`src/rtl/i2cs_pkg.sv`:
```
package i2cs_pkg;

  typedef enum logic [2:0] {
    ST_IDLE    = 3'd0,
    ST_ADDR    = 3'd1,
    ST_ADDR_ACK= 3'd2,
    ST_WR      = 3'd3,
    ST_WR_ACK  = 3'd4,
    ST_RD      = 3'd5,
    ST_RD_ACK  = 3'd6,
    ST_WAIT    = 3'd7
  } i2cs_state_e;

  typedef enum logic [1:0] {
    STRAP_LOW  = 2'b00,
    STRAP_HIGH = 2'b01,
    STRAP_DATA = 2'b10,
    STRAP_CLK  = 2'b11
  } strap_code_e;

endpackage

```
`src/rtl/i2cs_glitch_filter.sv`:
```
module i2cs_glitch_filter #(
  parameter logic        RST_VAL     = 1'b1,
  parameter int unsigned SYNC_STAGES = 2
) (
  input  logic clk,
  input  logic rst_n,
  input  logic d_i,
  output logic q_o
);

  localparam int unsigned SW = (SYNC_STAGES < 2) ? 2 : SYNC_STAGES;

  logic [SW-1:0] sync_q, sync_d;
  logic [1:0]    win_q, win_d;
  logic          out_q, out_d;
  logic          cur;

  assign cur = sync_q[SW-1];

  always_comb begin
    sync_d = {sync_q[SW-2:0], d_i};
    win_d  = {win_q[0], cur};
    out_d  = (cur & win_q[0]) | (cur & win_q[1]) | (win_q[0] & win_q[1]);
  end

  always_ff @(posedge clk or negedge rst_n) begin
    if (!rst_n) begin
      sync_q <= {SW{RST_VAL}};
      win_q  <= {2{RST_VAL}};
      out_q  <= RST_VAL;
    end else begin
      sync_q <= sync_d;
      win_q  <= win_d;
      out_q  <= out_d;
    end
  end

  assign q_o = out_q;

  AST_FLT_TWO_AGREE: assert property (@(posedge clk) disable iff (!rst_n)
    !$stable(out_q) |-> (win_q[0] == out_q || win_q[1] == out_q));

endmodule

```
`src/rtl/i2cs_strap_decode.sv`:
```
module i2cs_strap_decode
  import i2cs_pkg::*;
(
  input  logic       clk,
  input  logic       rst_n,
  input  logic       strap_i,
  input  logic       start_i,
  input  logic       scl_fall_i,
  output logic [1:0] code_o
);

  logic        prev_q;
  logic        pend_q, pend_d;
  strap_code_e code_q, code_d;

  always_comb begin
    pend_d = pend_q;
    code_d = code_q;
    if (start_i) begin
      if (!strap_i && prev_q) begin
        code_d = STRAP_DATA;
        pend_d = 1'b0;
      end else if (!strap_i) begin
        code_d = STRAP_LOW;
        pend_d = 1'b0;
      end else begin
        pend_d = 1'b1;
      end
    end else if (pend_q && scl_fall_i) begin
      code_d = strap_i ? STRAP_HIGH : STRAP_CLK;
      pend_d = 1'b0;
    end
  end

  always_ff @(posedge clk or negedge rst_n) begin
    if (!rst_n) begin
      prev_q <= 1'b0;
      pend_q <= 1'b0;
      code_q <= STRAP_LOW;
    end else begin
      prev_q <= strap_i;
      pend_q <= pend_d;
      code_q <= code_d;
    end
  end

  assign code_o = code_q;

  AST_CODE_HOLD: assert property (@(posedge clk) disable iff (!rst_n)
    (!start_i && !pend_q) |=> $stable(code_q));

endmodule

```
`src/rtl/i2cs_bus_timeout.sv`:
```
module i2cs_bus_timeout #(
  parameter int unsigned LIMIT = 2_800_000
) (
  input  logic clk,
  input  logic rst_n,
  input  logic active_i,
  input  logic kick_i,
  output logic expire_o
);

  localparam int unsigned CW = $clog2(LIMIT + 1);
  localparam logic [CW-1:0] LAST = CW'(LIMIT - 1);

  logic [CW-1:0] cnt_q, cnt_d;
  logic          hit;

  assign hit = active_i && !kick_i && (cnt_q == LAST);

  always_comb begin
    if (!active_i || kick_i || hit) cnt_d = '0;
    else                            cnt_d = cnt_q + 1'b1;
  end

  always_ff @(posedge clk or negedge rst_n) begin
    if (!rst_n) cnt_q <= '0;
    else        cnt_q <= cnt_d;
  end

  assign expire_o = hit;

  AST_TMO_QUIET: assert property (@(posedge clk) disable iff (!rst_n)
    !active_i |=> !expire_o);

endmodule

```
`src/rtl/i2c_strap_slave.sv`:
```
module i2c_strap_slave
  import i2cs_pkg::*;
#(
  parameter logic [4:0]  ADDR_HI        = 5'b10000,
  parameter int unsigned TIMEOUT_CYCLES = 2_800_000,
  parameter int unsigned SYNC_STAGES    = 2
) (
  input  logic       clk,
  input  logic       rst_n,
  input  logic       scl_i,
  input  logic       sda_i,
  input  logic       strap_i,
  input  logic [7:0] rd_data_i,
  output logic       sda_oe_o,
  output logic       wr_valid_o,
  output logic [7:0] wr_data_o,
  output logic       rd_take_o
);

  localparam int unsigned NLINES = 3;
  localparam int unsigned BW     = 8;

  // reset: asynchronous assert, synchronous release
  logic [1:0] rst_sync_q;
  logic       rst_l;
  always_ff @(posedge clk or negedge rst_n) begin
    if (!rst_n) rst_sync_q <= 2'b00;
    else        rst_sync_q <= {rst_sync_q[0], 1'b1};
  end
  assign rst_l = rst_sync_q[1];

  // line conditioning
  logic [NLINES-1:0] raw, filt;
  assign raw = {strap_i, sda_i, scl_i};

  for (genvar g = 0; g < NLINES; g++) begin : g_flt
    i2cs_glitch_filter #(.RST_VAL(1'b1), .SYNC_STAGES(SYNC_STAGES)) u_flt (
      .clk   (clk),
      .rst_n (rst_l),
      .d_i   (raw[g]),
      .q_o   (filt[g])
    );
  end

  logic scl_f, sda_f, strap_f;
  logic scl_q, sda_q;
  assign scl_f   = filt[0];
  assign sda_f   = filt[1];
  assign strap_f = filt[2];

  always_ff @(posedge clk or negedge rst_l) begin
    if (!rst_l) begin
      scl_q <= 1'b1;
      sda_q <= 1'b1;
    end else begin
      scl_q <= scl_f;
      sda_q <= sda_f;
    end
  end

  logic bus_start, bus_stop, scl_rise, scl_fall;
  assign bus_start = scl_f && scl_q && sda_q && !sda_f;
  assign bus_stop  = scl_f && scl_q && !sda_q && sda_f;
  assign scl_rise  = scl_f && !scl_q;
  assign scl_fall  = !scl_f && scl_q;

  // address strap classification
  logic [1:0] strap_code;
  i2cs_strap_decode u_strap (
    .clk        (clk),
    .rst_n      (rst_l),
    .strap_i    (strap_f),
    .start_i    (bus_start),
    .scl_fall_i (scl_fall),
    .code_o     (strap_code)
  );

  // inactivity timeout
  i2cs_state_e state_q, state_d;
  logic tmo;
  i2cs_bus_timeout #(.LIMIT(TIMEOUT_CYCLES)) u_tmo (
    .clk      (clk),
    .rst_n    (rst_l),
    .active_i (state_q != ST_IDLE),
    .kick_i   (scl_rise || scl_fall),
    .expire_o (tmo)
  );

  // protocol engine
  logic [3:0]    cnt_q, cnt_d;
  logic [BW-1:0] sh_q, sh_d;
  logic [BW-1:0] byte_in;
  logic          oe_q, oe_d;
  logic          rw_q, rw_d;
  logic          wv_q, wv_d;
  logic [BW-1:0] wd_q, wd_d;
  logic          tk_q, tk_d;
  logic          addr_hit;

  assign byte_in  = {sh_q[BW-2:0], sda_f};
  assign addr_hit = (byte_in[BW-1:1] == {ADDR_HI, strap_code});

  always_comb begin
    state_d = state_q;
    cnt_d   = cnt_q;
    sh_d    = sh_q;
    oe_d    = oe_q;
    rw_d    = rw_q;
    wd_d    = wd_q;
    wv_d    = 1'b0;
    tk_d    = 1'b0;
    if (bus_stop) begin
      state_d = ST_IDLE;
      oe_d    = 1'b0;
    end else if (bus_start) begin
      state_d = ST_ADDR;
      cnt_d   = '0;
      oe_d    = 1'b0;
    end else if (tmo) begin
      state_d = ST_IDLE;
      oe_d    = 1'b0;
    end else begin
      unique case (state_q)
        ST_ADDR: if (scl_rise) begin
          sh_d = byte_in;
          if (cnt_q == 4'd7) begin
            cnt_d   = '0;
            rw_d    = byte_in[0];
            state_d = addr_hit ? ST_ADDR_ACK : ST_WAIT;
          end else begin
            cnt_d = cnt_q + 1'b1;
          end
        end
        ST_ADDR_ACK: if (scl_fall) begin
          if (!oe_q) begin
            oe_d = 1'b1;
          end else if (rw_q) begin
            oe_d    = ~rd_data_i[BW-1];
            sh_d    = {rd_data_i[BW-2:0], 1'b0};
            tk_d    = 1'b1;
            cnt_d   = '0;
            state_d = ST_RD;
          end else begin
            oe_d    = 1'b0;
            cnt_d   = '0;
            state_d = ST_WR;
          end
        end
        ST_WR: if (scl_rise) begin
          sh_d = byte_in;
          if (cnt_q == 4'd7) begin
            wv_d    = 1'b1;
            wd_d    = byte_in;
            cnt_d   = '0;
            state_d = ST_WR_ACK;
          end else begin
            cnt_d = cnt_q + 1'b1;
          end
        end
        ST_WR_ACK: if (scl_fall) begin
          if (!oe_q) begin
            oe_d = 1'b1;
          end else begin
            oe_d    = 1'b0;
            state_d = ST_WR;
          end
        end
        ST_RD: begin
          if (scl_rise) begin
            cnt_d = cnt_q + 1'b1;
          end else if (scl_fall) begin
            if (cnt_q == 4'd8) begin
              oe_d    = 1'b0;
              cnt_d   = '0;
              state_d = ST_RD_ACK;
            end else begin
              oe_d = ~sh_q[BW-1];
              sh_d = {sh_q[BW-2:0], 1'b0};
            end
          end
        end
        ST_RD_ACK: begin
          if (scl_rise) begin
            if (!sda_f) cnt_d = 4'd1;
            else        state_d = ST_WAIT;
          end else if (scl_fall && cnt_q == 4'd1) begin
            oe_d    = ~rd_data_i[BW-1];
            sh_d    = {rd_data_i[BW-2:0], 1'b0};
            tk_d    = 1'b1;
            cnt_d   = '0;
            state_d = ST_RD;
          end
        end
        default: ;
      endcase
    end
  end

  always_ff @(posedge clk or negedge rst_l) begin
    if (!rst_l) begin
      state_q <= ST_IDLE;
      cnt_q   <= '0;
      sh_q    <= '0;
      oe_q    <= 1'b0;
      rw_q    <= 1'b0;
      wv_q    <= 1'b0;
      wd_q    <= '0;
      tk_q    <= 1'b0;
    end else begin
      state_q <= state_d;
      cnt_q   <= cnt_d;
      sh_q    <= sh_d;
      oe_q    <= oe_d;
      rw_q    <= rw_d;
      wv_q    <= wv_d;
      wd_q    <= wd_d;
      tk_q    <= tk_d;
    end
  end

  assign sda_oe_o   = oe_q;
  assign wr_valid_o = wv_q;
  assign wr_data_o  = wd_q;
  assign rd_take_o  = tk_q;

  AST_IDLE_RELEASED: assert property (@(posedge clk) disable iff (!rst_l)
    (state_q == ST_IDLE) |-> !oe_q);
  AST_STOP_TO_IDLE: assert property (@(posedge clk) disable iff (!rst_l)
    bus_stop |=> (state_q == ST_IDLE));
  AST_OE_RISE_SCL_LOW: assert property (@(posedge clk) disable iff (!rst_l)
    $rose(oe_q) |-> !scl_f);
  AST_WR_STROBE_ACK: assert property (@(posedge clk) disable iff (!rst_l)
    wv_q |-> (state_q == ST_WR_ACK));
  AST_TAKE_AT_FALL: assert property (@(posedge clk) disable iff (!rst_l)
    tk_q |-> (state_q == ST_RD && !scl_f));
  AST_NACK_WAIT: assert property (@(posedge clk) disable iff (!rst_l)
    (state_q == ST_RD_ACK && scl_rise && sda_f && !bus_start && !bus_stop && !tmo)
    |=> (state_q == ST_WAIT && !oe_q));
  AST_TMO_IDLE: assert property (@(posedge clk) disable iff (!rst_l)
    (tmo && !bus_start && !bus_stop) |=> (state_q == ST_IDLE && !oe_q));
  AST_MISS_NO_STROBE: assert property (@(posedge clk) disable iff (!rst_l)
    (state_q == ST_WAIT) |-> (!wv_q && !tk_q));

endmodule

```
`config.mk`:
```
export PLATFORM = sky130hd
export DESIGN_NAME = i2c_strap_slave
export DESIGN_NICKNAME = d
export VERILOG_FILES = /design/src/rtl/i2cs_pkg.sv /design/src/rtl/i2cs_glitch_filter.sv /design/src/rtl/i2cs_strap_decode.sv /design/src/rtl/i2cs_bus_timeout.sv /design/src/rtl/i2c_strap_slave.sv
export SDC_FILE = /design/constraint.sdc
export NUM_CORES = 1
export LEC_CHECK = 0
export BUFFER_PORTS_ARGS = -buffer_cell sky130_fd_sc_hd__clkbuf_2
export CAP_MARGIN = 20
export CORE_MARGIN = 2
export CORE_UTILIZATION = 50
export CTS_CLUSTER_SIZE = 30
export DETAILED_ROUTE_END_ITERATION = 6
export HOLD_SLACK_MARGIN = 0.06
export PLACE_DENSITY = 0.68
export SYNTH_ARGS = -nofsm -noshare
export SYNTH_HDL_FRONTEND = slang
export SYNTH_SLANG_ARGS = --single-unit
```
`constraint.sdc`:
```
create_clock -name clk -period 4.3 [get_ports clk]
set_input_delay 0.43 -clock clk [delete_from_list [all_inputs] [get_ports clk]]
set_output_delay 0.43 -clock clk [all_outputs]
set_load 0.02 [all_outputs]
```
## Yosys cells after proc, flatten, opt, wreduce, memory -nomap -nowiden

Cells that the tools add are included.

- Bits in registers: 72
- Input bits: 13
- Output and inout bits: 11
- Logic and storage cells: 208

- Add/subtract/negate cells: 2
- Equal/unequal tests: 44
- Muxes and demuxes: 82
- Bitwise logic cells: 20
- Reduce and logical (&&, ||, !) cells: 36

Operators by type and width:

| cell | number |
|---|---|
| $mux W8 | 9 |
| $ne A5 B4 Y1 const B | 13 |
| $mux W3 | 19 |
| $mux W4 | 12 |
| $pmux W8 S4 | 1 |
| $mux W1 | 31 |
| $add A22 B1 Y22 const B | 1 |
| $eq A22 B22 Y1 const B | 1 |
| $mux W22 | 1 |
| $ne A2 B2 Y1 const B | 9 |
| $pmux W3 S6 | 1 |
| $ne A4 B4 Y1 const B | 4 |
| $pmux W4 S4 | 1 |
| $reduce_and A14 Y1 | 1 |
| $reduce_and A13 Y1 | 1 |
| $logic_and A1 B1 Y1 | 12 |
| $reduce_and A6 Y1 | 2 |
| $mux W2 | 5 |
| $reduce_and A10 Y1 | 1 |
| $and A1 B1 Y1 | 9 |
| $eq A3 B3 Y1 const B | 3 |
| $reduce_bool A9 Y1 | 1 |
| $eq A7 B7 Y1 | 1 |
| $logic_not A1 Y1 | 7 |
| other kinds (25) | 38 |

## Longest topological paths before layout

- Depth in word-level cells: 9
- Mapped depth: 10
- Depth with buffers taken out: 8

## Hierarchy

A second synthesis with hierarchy kept.

- Cells, all modules: 343
- Area, all modules: 3782.4 um^2

Modules (own cells, without submodules):

| module | times used | cells each | area an instance (um^2) | sequential area each (um^2) |
|---|---|---|---|---|
| i2c_strap_slave | 1 | 193 | 2023.2 | 778.2 |
| i2cs_bus_timeout | 1 | 118 | 1168.6 | 550.5 |
| i2cs_glitch_filter | 3 | 6 | 142.6 | 131.4 |
| i2cs_strap_decode | 1 | 14 | 162.7 | 100.1 |

## Worst setup path before layout

Ideal clock, no wire load.

- Path type: register to register
- From: register scl_q
- To: register sh_q[1]
- Library setup time: 125 ps
- Arrival time: 2051 ps
- Data required time: 4175 ps
- Slack: 2124 ps
- Stages on the path, launching flop included: 10
- Buffers on the path: 1
- Clock period less this slack: 2176 ps
- Cell sequence: dfstp_2 > inv_1 > ha_1 > o31ai_1 > nor3_1 > nand2_2 > and2_4 > and3_4 > buf_6 > mux2_4

- Longest elaborated chain between the ends: 8
- Elaborated cells on any way between the ends: 23
- Those cells by class: 6 x eq/ne; 3 x bitwise; 14 x reduce/logical

RTL lines:

| item | RTL line | source |
|---|---|---|
| start, declared | i2c_strap_slave.sv:46 | `logic scl_q, sda_q;` |
| start signal, assigned | i2c_strap_slave.sv:56 | `scl_q <= scl_f;` |
| $logic_not A1 Y1 | i2c_strap_slave.sv:64 | `assign scl_rise = scl_f && !scl_q;` |
| $logic_and A1 B1 Y1 | i2c_strap_slave.sv:64 |  |
| $logic_or A1 B1 Y1 | i2c_strap_slave.sv:85 | `.kick_i (scl_rise \|\| scl_fall),` |
| $logic_not A1 Y1 | i2cs_bus_timeout.sv:17 | `assign hit = active_i && !kick_i && (cnt_q == LAST);` |
| $logic_and A1 B1 Y1 (2 in series) | i2cs_bus_timeout.sv:17 |  |
| $not A1 Y1 (no source line) | -- |  |
| $reduce_and A13 Y1 (no source line) * | -- |  |
| end signal, assigned | i2c_strap_slave.sv:203 | `sh_q <= '0;` |
| end signal, assigned | i2c_strap_slave.sv:212 | `sh_q <= sh_d;` |
| end, declared | i2c_strap_slave.sv:91 | `logic [BW-1:0] sh_q, sh_d;` |

Every way passes the cells marked *; elsewhere a longest branch is shown, timed or not.
A chain may end at the register's enable or synchronous reset.

## Worst setup path after layout

- From: register state_q[1]
- To: register wd_q[0], in the netlist wr_data_o[0]

- Longest elaborated chain between the ends: 5
- Elaborated cells on any way between the ends: 6
- Those cells by class: 1 x eq/ne; 1 x bitwise; 4 x reduce/logical

RTL lines:

| item | RTL line | source |
|---|---|---|
| start, declared | i2c_strap_slave.sv:79 | `i2cs_state_e state_q, state_d;` |
| start signal, assigned | i2c_strap_slave.sv:210 | `state_q <= state_d;` |
| $reduce_bool A3 Y1 | i2c_strap_slave.sv:84 | `.active_i (state_q != ST_IDLE),` |
| $logic_and A1 B1 Y1 (2 in series) | i2cs_bus_timeout.sv:17 |  |
| $not A1 Y1 (no source line) | -- |  |
| $reduce_and A6 Y1 (no source line) * | -- |  |
| end signal, assigned | i2c_strap_slave.sv:216 | `wd_q <= wd_d;` |
| end, declared | i2c_strap_slave.sv:96 | `logic [BW-1:0] wd_q, wd_d;` |

Marked as above.

==> results.md <==
- Status: finished, final reports clean
- Worst-Margin Slew: 0.854 ns
- Num rows: 31
- Worst Hold End: g_flt[0].u_flt.sync_q[0]$_DFF_PN1_
- Pin count of the biggest net entering global routing: 71
- YS warnings: 0
- Final setup violation count: 0
- RSZ-0062 raised after global routing: false
- CTS tree: built
- # clock sinks: 72
- First-pass GRT wire length: 11.6 mm
- Critical Path Start Type: flip-flop
- Synth Area in Simple Gates: 0.180
- Area growth, synth to finish: 9.81%
- Mux cell area share after synthesis: 0.0898
- Gates resized, CTS repair: 0
- Final Max Tran Viols: 0
- PD cells: approximately 530 nW/um^2
- Largest family of logic cells by synthesized area: simple AND/OR/NAND/NOR gates
- Synth Area in Compound Gates: 0.104
- Fillcell total: 650
- Crit path required time: 4.53 ns
- Worst hold stages: 1
- Vias per cell: 5.40
- Initial detailed-routing violation count: 96
- Instance count of the mapped netlist: 335
- Detailed Routing Iterations Pass 1: 4
- Max Freq: 0.398 GHz
- GRT Resource Usage Total: 0.191
- DPL Wire Length: about 4.6 mm
- DRC: 0
- Post-CTS Setup Inserts: 0
- FF-to-FF Start: state_q[1]$_DFFE_PN0P_
- Post-Synth XOR/XNOR Area: 0.0532
- Starting Density: 0.508
- Layout cell share with drive strength beyond 1: 0.251
- Synth Cell Area: 3620 sq um
- Final hold violations: 0
- Leak: 0.00180 uW
- Crit path capture type: flip-flop
- Die Wd: between 80 and 90 microns
- Clk buf depth: 2
- Min Clock Period, post-route: approximately 2.5 ns
- Reg2reg end: wr_data_o[0]$_DFFE_PN0P_
- Die Ht: a little under 90 microns
- Reg2reg path depth: 6
- Most frequent cells in the layout: 54 x dfrtp_1, 36 x nor2_1, 24 x nand2_1, 23 x clkbuf_2
- IO Port Bufs: 23
- Critical path class: reg -> reg
- Reg-to-reg setup timing slack: ~1.8 ns
- VDD IR max: 0.218 mV
- GPL Wtd Cong: 0.877
- Syn_area_per_cell: 10.8 sq um
- Tightest hold margin: 0.163 ns
- Fin crit share: 0.584
- H-tree levels: 3
- Avg WL per Cell: 14.5 microns
- Reg clk slew, reported paths: 0.08 ns
- Initial antenna violation count: 0
- Vias in the first global route: 2405
- Total number of vias: about 2.5k
- Io pins: 24
- CP max FO: 23
- Post-synthesis cell type count: 62
- Synth Register Bits: 72
- Clock Latency Late Sink: 0.35 ns
- Core box area: roughly 7100 sq um
- Worst path arrival time: 2.74 ns
- Slew margin rel.: 0.431
- Num CTS Buffers: 9
- Final setup TNS: 0 ns
- Tightest Hold Check Type: in -> reg
- Min-delay src: scl_i
- Register area share after synthesis: 0.503
- EDFF count, synth: 0
- Clock root buffer: clkbuf_8
- Post-Route WL: 6.69 mm
- Leading register cell type out of synthesis: dfrtp_1
- Final net count: around 380
- Ant. Diodes: 0
- Commonest non-fill, non-tap cell in the layout: dfrtp_1
- GRT overflow: 0
- Syn nets: 355
- Async set-reset flop share out of synthesis: 1.00
- Worst Skew: between 0.01 and 0.015 ns
- Max-capacitance violation count: 0
- Post-DRT Antenna Nets: 0
- Die Footprint: 7940 sq um
- Adder-Cell Fraction of Synth Area: 0.0325
-- critical path, cell delays in order, from the launching register on --
cell and delay [ns]:
dfrtp_1 0.65, o31ai_1 0.65, nor3_1 0.18, nand2_2 0.13
and2_4 0.17, nand3_2 0.23, mux2_2 0.38
-- report_power, final --
group,internal (uW),leakage (uW),total [uW],switching [uW]
clock,214,0.0000923,481,267
sequential,785,0.000909,954,169
combinational,336,0.000803,681,344
-- flip-flops by register name, summed over array words and instances (netlist names), 2 cells and up --
register and cells:
u_strap.code_o 2, u_tmo.cnt_q 22, wr_data_o 8, cnt_q 4, g_flt.u_flt.sync_q 6, rst_sync_q 2
state_q 3, g_flt.u_flt.win_q 6, sh_q 8, g_flt.u_flt.q_o 3
-- worst max-delay path by stage --
stage	startpoint	endpoint	slack [ns]	cells after the start
finish	state_q[1]$_DFFE_PN0P_	wr_data_o[0]$_DFFE_PN0P_	1.79	6
global route	state_q[1]$_DFFE_PN0P_	wr_data_o[6]$_DFFE_PN0P_	1.59	6
CTS	state_q[1]$_DFFE_PN0P_	wr_data_o[6]$_DFFE_PN0P_	1.78	6
detailed placement	state_q[1]$_DFFE_PN0P_	wr_data_o[0]$_DFFE_PN0P_	1.81	6
global placement	state_q[1]$_DFFE_PN0P_	wr_data_o[7]$_DFFE_PN0P_	1.92	6
floorplan	scl_q$_DFF_PN1_	sh_q[1]$_DFFE_PN0P_	2.12	9
-- cell families after synthesis --
family                   count (synthesis)
AND/OR/NAND/NOR                        119
flip-flops                              72
AO/OA/AOI/OAI                           54
buffers and inverters                   30
multiplexers                            27
XOR/XNOR                                22
adder cells (fa/ha/maj)                 10
other                                    1
-- stage by stage --
step / area (sq um) / utilization / instances / worst slack, ns / total power [uW]
finish: 3980 / 0.558 / 461 / 1.79 / 2120
global route: 3980 / 0.558 / 461 / 1.59 / 2270
CTS: 3980 / 0.558 / 461 / 1.78 / 2140
detailed placement: 3800 / 0.532 / 444 / 1.81 / 1640
global placement: 3800 / 0.532 / 444 / 1.92 / 1630
floorplan: 3620 / - / 335 / 2.12 / 1520
-- layout make-up --
| cell class | count | area, sq um | area share |
|---|---|---|---|
| inverters | 16 | 60.1 | 0.0151 |
| flip-flops and latches | 72 | 1820 | 0.458 |
| clock buffers | 10 | 128 | 0.0321 |
| repair buffers | 25 | 133 | 0.0333 |
| multi-input cells | 233 | 1670 | 0.419 |
| well taps | 99 | 124 | 0.0311 |
| clock inverters | 6 | 41.3 | 0.0104 |
-- timing repair --
item	4_1_cts	5_1_grt
endpoints found under the setup margin	0	0
endpoints found under the hold margin	2	0
hold buffers	1	0
-- synth_stat cells (2+ instances only) --
cell       instances  area [sq um]
o22ai_1            2          12.5
a21oi_1           14          70.1
buf_2              3          15.0
nor3_1             4          20.0
nand2_1           24          90.1
ha_1               7          87.6
a211oi_1           3          22.5
o311ai_0           3          26.3
dfrtp_1           55          1380
a31oi_1            2          12.5
a221oi_1           2          17.5
nor2b_1            5          31.3
xor2_1            17           149
mux2_4             7           105
and4_1             4          35.0
dfstp_2           17           447
nand4_1            7          43.8
o32ai_1            2          17.5
clkbuf_1           7          26.3
a21o_1             2          15.0
o31ai_1            3          22.5
maj3_1             3          30.0
nand2b_1           4          25.0
nor4_1             2          12.5
and3_1             6          37.5
mux2i_1            4          40.0
nand4bb_1          2          22.5
and3b_1            3          26.3
mux2_2            16           180
buf_4              2          15.0
nand3_1           10          50.1
inv_1             16          60.1
xnor2_1            5          43.8
o21ai_0            9          45.0
nor2_1            36           135
-- per-layer routing --
layer | vias up | track usage | part of all wire
met1 | 1203 | 0.279 | 0.48
met4 | 0 | 0.0529 | 0.010
met3 | 6 | 0.0517 | 0.044
met5 | - | 0 | 0
li1 | 1224 | - | -
met2 | 58 | 0.280 | 0.47
Note: power is estimated with default switching activity, not from simulation.
